--- src/rtl/sr_pkg.sv ---
// Shared definitions for the status/protection block.
// Assumes an 8-bit status byte with fixed bit positions decoded by software.
package sr_pkg;
    localparam int STS_W      = 8;
    localparam int PEN_BIT    = 7;
    localparam int BP1_BIT    = 3;
    localparam int BP0_BIT    = 2;
    localparam int WEL_BIT    = 1;
    localparam int RDY_BIT    = 0;

    // Non-volatile part of the status byte, kept in flops here.
    typedef struct packed {
        logic       pen;
        logic [1:0] bp;
    } nv_bits_t;

    typedef enum logic [1:0] {
        FENCE_NONE    = 2'b00,
        FENCE_QUARTER = 2'b01,
        FENCE_HALF    = 2'b10,
        FENCE_ALL     = 2'b11
    } fence_e;
endpackage

--- src/rtl/sr_wel_latch.sv ---
// Write-enable latch. Set by the enable strobe, cleared by the disable strobe,
// cleared when an internal write cycle ends (busy falls).
// Assumes enable and disable strobes are never asserted together; disable wins if they are.
module sr_wel_latch (
    input  logic clk,
    input  logic rst_n,
    input  logic busy_i,
    input  logic wren_i,
    input  logic wrdi_i,
    output logic wel_o
);
    logic busy_q;

    // Track busy and update the latch.
    always_ff @(posedge clk) begin
        if (!rst_n) begin
            busy_q <= 1'b0;
            wel_o  <= 1'b0;
        end else begin
            busy_q <= busy_i;
            if (busy_q && !busy_i) begin
                wel_o <= 1'b0;
            end else if (!busy_i) begin
                if (wrdi_i) begin
                    wel_o <= 1'b0;
                end else if (wren_i) begin
                    wel_o <= 1'b1;
                end
            end
        end
    end


    wel_drop_chk: assert property (@(posedge clk) disable iff (!rst_n)
        (busy_q && !busy_i) |=> !wel_o);

    busy_hold_chk: assert property (@(posedge clk) disable iff (!rst_n)
        busy_i |=> $stable(wel_o));

    wren_set_chk: assert property (@(posedge clk) disable iff (!rst_n)
        (wren_i && !wrdi_i && !busy_i && !busy_q) |=> wel_o);
endmodule

--- src/rtl/sr_nv_regs.sv ---
// Protect-enable and block-protect bits with the pending status-write holder.
// A status write is captured on the data strobe and committed on chip-select release;
// hardware lock appearing in between discards it. Assumes the data strobe and the
// release strobe never fall in the same cycle.
module sr_nv_regs
    import sr_pkg::*;
(
    input  logic     clk,
    input  logic     rst_n,
    input  logic     busy_i,
    input  logic     wel_i,
    input  logic     hw_lock_i,
    input  logic     wrsr_i,
    input  nv_bits_t wr_bits_i,
    input  logic     sel_rise_i,
    output nv_bits_t nv_o,
    output logic     start_o
);
    logic     pend_q;
    nv_bits_t pdata_q;
    logic     accept;

    // Capture condition for an incoming status byte.
    always_comb begin
        accept = wrsr_i && wel_i && !busy_i && !hw_lock_i;
    end

    // Pending holder, commit and start pulse.
    always_ff @(posedge clk) begin
        if (!rst_n) begin
            pend_q  <= 1'b0;
            pdata_q <= '0;
            nv_o    <= '0;
            start_o <= 1'b0;
        end else begin
            start_o <= 1'b0;
            if (accept) begin
                pend_q  <= 1'b1;
                pdata_q <= wr_bits_i;
            end else if (pend_q && hw_lock_i) begin
                pend_q <= 1'b0;
            end else if (pend_q && sel_rise_i) begin
                pend_q  <= 1'b0;
                nv_o    <= pdata_q;
                start_o <= 1'b1;
            end
        end
    end


    hw_lock_chk: assert property (@(posedge clk) disable iff (!rst_n)
        hw_lock_i |=> $stable(nv_o));

    abort_chk: assert property (@(posedge clk) disable iff (!rst_n)
        (pend_q && hw_lock_i) |=> !start_o);

    no_wel_chk: assert property (@(posedge clk) disable iff (!rst_n)
        (wrsr_i && !wel_i && !pend_q) |=> (!pend_q && $stable(nv_o)));

    start_pulse_chk: assert property (@(posedge clk) disable iff (!rst_n)
        start_o |=> !start_o);
endmodule

--- src/rtl/sr_range_guard.sv ---
// Decodes the block-protect field against the top address bits.
// Assumes the fenced regions are aligned to quarters of the address space.
module sr_range_guard
    import sr_pkg::*;
(
    input  logic [1:0] bp_i,
    input  logic [1:0] addr_top_i,
    output logic       fenced_o
);
    // Map the protect level onto the two top address bits.
    always_comb begin
        unique case (fence_e'(bp_i))
            FENCE_NONE:    fenced_o = 1'b0;
            FENCE_QUARTER: fenced_o = &addr_top_i;
            FENCE_HALF:    fenced_o = addr_top_i[1];
            default:       fenced_o = 1'b1;
        endcase
    end


    always_comb begin
        all_fence_chk: assert (!(bp_i == 2'b11 && !fenced_o) || $isunknown(bp_i));
    end
endmodule

--- src/rtl/sr_protect_ctrl.sv ---
// Status register and write-protection guard for a serial memory.
// Combines the enable latch, protect bits and address fence into the read-back
// byte and the two allow outputs. Assumes one-cycle command strobes from the decoder
// and a busy flag from an external write-cycle timer.
module sr_protect_ctrl
    import sr_pkg::*;
#(
    parameter int ADDR_W = 16
) (
    input  logic              clk,
    input  logic              rst_n,
    input  logic              wp_n_i,
    input  logic              wren_i,
    input  logic              wrdi_i,
    input  logic              wrsr_i,
    input  logic [STS_W-1:0]  wrsr_data_i,
    input  logic              sel_rise_i,
    input  logic [ADDR_W-1:0] chk_addr_i,
    input  logic              busy_i,
    output logic [STS_W-1:0]  rdsr_o,
    output logic              arr_wr_ok_o,
    output logic              sts_wr_ok_o,
    output logic              sts_start_o
);
    localparam int TOP_LSB = ADDR_W - 2;

    logic     wel;
    logic     hw_lock;
    logic     fenced;
    nv_bits_t nv;
    nv_bits_t wr_bits;
    logic     unused_bits;

    // Pick the stored fields out of the incoming status byte.
    always_comb begin
        wr_bits.pen = wrsr_data_i[PEN_BIT];
        wr_bits.bp  = {wrsr_data_i[BP1_BIT], wrsr_data_i[BP0_BIT]};
        unused_bits = ^{wrsr_data_i[6:4], wrsr_data_i[WEL_BIT], wrsr_data_i[RDY_BIT],
                        chk_addr_i[TOP_LSB-1:0]};
    end

    // Hardware lock: pin low and protect-enable set.
    always_comb begin
        hw_lock = !wp_n_i && nv.pen;
    end

    sr_wel_latch u_wel (
        .clk    (clk),
        .rst_n  (rst_n),
        .busy_i (busy_i),
        .wren_i (wren_i),
        .wrdi_i (wrdi_i),
        .wel_o  (wel)
    );

    sr_nv_regs u_nv (
        .clk        (clk),
        .rst_n      (rst_n),
        .busy_i     (busy_i),
        .wel_i      (wel),
        .hw_lock_i  (hw_lock),
        .wrsr_i     (wrsr_i),
        .wr_bits_i  (wr_bits),
        .sel_rise_i (sel_rise_i),
        .nv_o       (nv),
        .start_o    (sts_start_o)
    );

    sr_range_guard u_guard (
        .bp_i       (nv.bp),
        .addr_top_i (chk_addr_i[ADDR_W-1:TOP_LSB]),
        .fenced_o   (fenced)
    );

    // Read-back byte and allow outputs.
    always_comb begin
        if (busy_i) begin
            rdsr_o = '1;
        end else begin
            rdsr_o          = '0;
            rdsr_o[PEN_BIT] = nv.pen;
            rdsr_o[BP1_BIT] = nv.bp[1];
            rdsr_o[BP0_BIT] = nv.bp[0];
            rdsr_o[WEL_BIT] = wel;
        end
        arr_wr_ok_o = wel && !busy_i && !fenced;
        sts_wr_ok_o = wel && !busy_i && !hw_lock;
    end


    idle_zero_chk: assert property (@(posedge clk) disable iff (!rst_n)
        !busy_i |-> (rdsr_o[6:4] == 3'b000 && !rdsr_o[RDY_BIT]));

    pin_free_chk: assert property (@(posedge clk) disable iff (!rst_n)
        (wel && !busy_i && !fenced) |-> arr_wr_ok_o);
endmodule

--- config.mk ---
export PLATFORM = sky130hd
export DESIGN_NAME = sr_protect_ctrl
export DESIGN_NICKNAME = d
export VERILOG_FILES = /design/src/rtl/sr_pkg.sv /design/src/rtl/sr_wel_latch.sv /design/src/rtl/sr_nv_regs.sv /design/src/rtl/sr_range_guard.sv /design/src/rtl/sr_protect_ctrl.sv
export SDC_FILE = /design/constraint.sdc
export NUM_CORES = 1
export LEC_CHECK = 0
export BUFFER_PORTS_ARGS = -buffer_cell sky130_fd_sc_hd__buf_2
export CORE_ASPECT_RATIO = 1.1
export CORE_MARGIN = 2
export CORE_UTILIZATION = 32
export DETAILED_ROUTE_END_ITERATION = 8
export PLACE_DENSITY = 0.84
export RECOVER_POWER = 100
export SETUP_SLACK_MARGIN = 0.05
export SYNTH_ARGS = -nofsm -noshare
export SYNTH_HDL_FRONTEND = slang
export SYNTH_SLANG_ARGS = --single-unit
--- constraint.sdc ---
create_clock -name clk -period 1.07 [get_ports clk]
set_input_delay 0 -clock clk [delete_from_list [all_inputs] [get_ports clk]]
set_output_delay 0 -clock clk [all_outputs]
set_load 0.01 [all_outputs]
# Yosys cells after proc, flatten, opt, wreduce, memory -nomap -nowiden
# Index checks and enable logic that the tools add are counted.
[classes]
mux = 8
n_bitwise = 4
n_eq_ne = 2
n_reduce_logical = 22
[op_table]
columns = ["op", "n"]
rows = [
  ["$logic_and 1x1->1", 10],
  ["$mux 8", 1],
  ["$mux 1", 6],
  ["$logic_not 1->1", 4],
  ["$not 1->1", 4],
  ["$reduce_and 2->1", 2],
  ["$pmux 1 s3", 1],
  ["$reduce_and 3->1", 1],
  ["$reduce_bool 3->1", 1],
  ["$reduce_or 3->1", 1],
  ["$eq 2x1->1 const B", 1],
  ["$eq 2x2->1 const B", 1],
  ["$logic_not 2->1", 1],
  ["$reduce_bool 2->1", 1],
  ["$reduce_or 2->1", 1],
]
[totals]
in_bits = 32
reg_bits = 10
word_cells = 44
output_inout_bits = 11

# Logic depth before layout (Yosys ltp)
[logic_depth]
word_depth = 6
depth_mapped = 4
mapped_depth_nobuf = 3

# Hierarchy
# From an unflattened synthesis, not the netlist that was laid out.
[unflattened]
hier_cells = 52
area_unflattened_um2 = 496.7
[modules_own_cells]
columns = ["mod", "instances", "area_each_um2", "seq_area_each_um2", "cells_per_inst"]
rows = [
  ["sr_nv_regs", 1, 327.8, 160.2, 31],
  ["sr_protect_ctrl", 1, 87.6, 0.0, 12],
  ["sr_wel_latch", 1, 67.6, 40.0, 6],
  ["sr_range_guard", 1, 13.8, 0.0, 3],
]

# Worst setup path after synthesis
# No wires, ideal clock.
[synth_path]
kind = "register to register"
start = "reg u_wel.wel_o"
end = "reg u_nv.start_o"
slack_ns = 0.038
path_stages_with_launch = 5
required_time_ns = 0.955
n_path_buf = 1
synth_period_minus_slack_ns = 1.032
t_arrival_ns = 0.917
setup_time_ns = 0.115
cell_sequence = "dfxtp_1 -> nand3b_4 -> and4_1 -> buf_6 -> and2_1"
[synth_via]
elab_chain_cells = 4
[synth_rtl]
columns = ["element", "line", "rtl"]
rows = [
  ["start: declaration", "sr_wel_latch.sv:10", "output logic wel_o"],
  ["start signal: assignment", "sr_wel_latch.sv:18", "wel_o <= 1'b0;"],
  ["start signal: assignment", "sr_wel_latch.sv:22", "wel_o <= 1'b0;"],
  ["start signal: assignment", "sr_wel_latch.sv:25", "wel_o <= 1'b0;"],
  ["$logic_and 1x1->1 (3 in series)", "sr_nv_regs.sv:25", "accept = wrsr_i && wel_i && !busy_i && !hw_lock_i;"],
  ["$reduce_or 3->1 (no line)", "n/a", ""],
  ["end signal: assignment", "sr_nv_regs.sv:34", "start_o <= 1'b0;"],
  ["end signal: assignment", "sr_nv_regs.sv:36", "start_o <= 1'b0;"],
  ["end signal: assignment", "sr_nv_regs.sv:45", "start_o <= 1'b1;"],
  ["end: declaration", "sr_nv_regs.sv:17", "output logic start_o"],
]
# Every way passes these cells.
# A chain may end at the register's enable or synchronous reset.

# Final worst setup path
[layout_path]
start = "reg u_nv.nv_o[0] (netlist name)"
end = "out arr_wr_ok_o"
[layout_via]
elab_chain_cells = 4
elab_cells_between_ends = 6
cone_classes = "2 x eq/ne; 1 x mux; 3 x reduce/logical"
[layout_rtl]
columns = ["element", "line", "rtl"]
rows = [
  ["start: declaration", "sr_nv_regs.sv:16", "output nv_bits_t nv_o,"],
  ["start signal: assignment", "sr_nv_regs.sv:44", "nv_o <= pdata_q;"],
  ["$eq 2x2->1 (tied with other cells)", "sr_range_guard.sv:12", "unique case (fence_e'(bp_i))"],
  ["$pmux 1 s3 *", "sr_range_guard.sv:12", ""],
  ["$logic_not 1->1 *", "sr_protect_ctrl.sv:86", "arr_wr_ok_o = wel && !busy_i && !fenced;"],
  ["$logic_and 1x1->1 *", "sr_protect_ctrl.sv:86", ""],
  ["end: declaration", "sr_protect_ctrl.sv:21", "output logic arr_wr_ok_o,"],
]
# Every way passes the cells marked *; elsewhere a longest branch is shown, timed or not.

==> impl_metrics.toml <==
[run_status]
status = "finished with violations"
violations = "negative setup slack"

[worst_setup_path]
worst_ep_arrival_time_ns = 1.18
path_cells = "a21o_1 -> a221oi_2 -> buf_2"
cp_slowest_stage_delay_ns = 0.34
r2r_slack_ns = 0.01
cp_num_buf_inv = 1
cpMaxStageDelayCell = "dfxtp_2"
cp-end-kind = "output port"
worstPathRequired_ns = 1.07
cp_top_family = "compound AO/OA/AOI/OAI gates"
cp-start-kind = "register"
critical_path_class = "reg2out"
path_max_fanout = 4

[timing]
finalSetupViolCount = 1
tightest_slew_ns = 0.380
hold_viol = 0
min_period_over_period_pct = 110
period_minus_slack_ns = 1.18
fmax_ghz = 0.850
rsz0062_at_grt = "yes"
relSlewSlack_pct = 74.7
slew_violations = 0
finalWorstSetupSlack_ns = -0.106
fin_skew_ns = 0.00635

[clock_tree]
clock_latency_ns = 0.26
clock-sinks = 10
htree_levels = 1
path_clk_slew_ns = 0.07
cts_root_buffer = "clkbuf_4"
tritoncts = "yes"
cts_made_buffers = 3
clockBufferDepth = 2

[global_routing]
grt_max_degree = 14
grt_pass1_vias = 438
grt_use_total_pct = 15.5
antenna_found_initial = 0
overflow = 0
grt_pass1_wl_um = 1790

[logic_synthesis]
syn_avg_cell_area_um2 = 8.94
synth_cells = 54
synth_area_um2 = 483
post-synth-top-area-fraction_pct = 41.5
synth_area_leaders = "dfxtp_1, mux2i_1, nand2_1"
ys_ff_latch = 10
synth_top_area_cell = "dfxtp_1"
synth.net_count = 86
synth_ff_type = "dfxtp_1"
synth.distinct_cells = 20
yosysWarnings = 0
synthTopCellsByCount = "dfxtp_1, nand2_1, mux2i_1"
async_flop_share_pct = 0
synth_edf_count = 0
synth_seq_area_share_pct = 41.5

[power]
leakagePower_nw = 0.338
cellPowerDensity_mw_per_mm2 = 1060
worst_ir_drop_vdd_uv = 534
fin_total_pwr_mw = 0.754

[floorplanning]
initial_core_util_pct = 34.9
core_area_mm2 = 0.00138
fp.dieH_um = 44.7
num_rows = 14
io_pins = 43
die_w_um = 41.0
dieArea_mm2 = 0.00184

[place]
dp_hpwl_um = 753
gp_congestion = 0.701
port_buffers = 23
placed_area_um2 = 589

[route]
firstDrtPassIters = 4
initialDrtViolationCount = 18
wirelength_um = 1260
num_vias = 465
vias_per_cell = 4.74
ant_nets = 0
wl_per_cell_um = 12.8
drc = 0

[layout]
num_antenna_cells = 0
final_nets = 116
final_area_um2 = 714
areaGrowthSynthToFinish_pct = 47.9
drive_gt1_share_pct = 48.8

[job]
maxCapViolCount = 0

[hold_path]
min_path_type = "in2reg"
layout make-up:
type / instances / area, um^2
fillers: 142 / 669
multi-input cells: 36 / 259
flip-flops and latches: 10 / 208
repair buffers: 31 / 198
clock buffers: 3 / 22.5
well taps: 16 / 20.0
inverters: 2 / 7.51
worst min-delay path: cells and delay by family:
kind	cells	cell delay (ns)
buffers and inverters	1	0.10
and+or+nand+nor	1	0.05
muxes	1	0.06
layer usage:
layer  share of wire, %  routed length, um  GRT usage (%)
met1                 38                478           15.3
met5                  0                  0              0
met3                2.5                 32           1.48
met2                 56                707           26.6
met4                3.0                 38           14.0
cells in the final DEF, fill, tap and decap left out, types with 3 or more instances in the layout:
cell type       n
buf_2          14
buf_6           4
clkbuf_1        6
or2_4           3
dlygate4sd3_1   3
clkbuf_4        3
mux2i_1         5
dfxtp_1         6
nor2_1          3
nand2_1        10
dfxtp_2         3
buf_4           4
power breakdown:
part / total (mW) / internal [mW] / switching (mW)
Sequential: 0.382 / 0.377 / 0.00446
Clock: 0.252 / 0.130 / 0.122
Combinational: 0.120 / 0.0664 / 0.0534
Total: 0.754 / 0.573 / 0.180
per-stage QoR:
| step | TNS (ns) | setup slack [ns] | std cells | hold slack, ns | util (%) |
|---|---|---|---|---|---|
| after floorplan | 0 | 0.0785 | 54 | 0.0857 | - |
| after global placement | 0 | 0.0753 | 89 | 0.252 | 42.6 |
| after detailed placement | 0 | 0.0507 | 89 | 0.261 | 42.6 |
| after CTS | -0.0596 | -0.0596 | 96 | 0.000226 | 49.3 |
| after global routing | -0.178 | -0.136 | 98 | 0.0163 | 51.6 |
| final | -0.106 | -0.106 | 98 | 0.00474 | 51.6 |
path summary, 6_finish.rpt:
check / startpoint / depth (start not counted) / endpoint
hold reg to reg: u_nv.pdata_q[1] / 2 / u_nv.nv_o[1]
setup / recovery: u_nv.nv_o[0] / 3 / arr_wr_ok_o
hold / removal: wrsr_data_i[7] / 3 / u_nv.pdata_q[2]
setup reg to reg: u_wel.wel_o / 3 / u_nv.nv_o[0]
logic make-up after synthesis:
kind of cell | Yosys count | share of synthesized area (%)
muxes | 6 | 12.4
and+or+nand+nor | 25 | 28.8
buffers and inverters | 8 | 10.9
AOI/OAI and AO/OA | 5 | 6.48
DFF | 10 | 41.5
flip-flops by register name, indices dropped and copies added, names as in the netlist:
register / cells
u_nv.start_o: 1
u_nv.pend_q: 1
u_nv.pdata_q: 3
u_nv.nv_o: 3
u_wel.busy_q: 1
u_wel.wel_o: 1
repair_timing:
action | 4_1_cts | 5_1_grt
hold buffers | 3 | 0
cloned | 0 | 0
gates resized for setup | 11 | 7
setup endpoints to repair | 7 | 9
buffers inserted | 1 | 2
endpoints found under the hold margin | 3 | 0
pin swaps | 2 | 3
(Power assumes the default switching activity.)
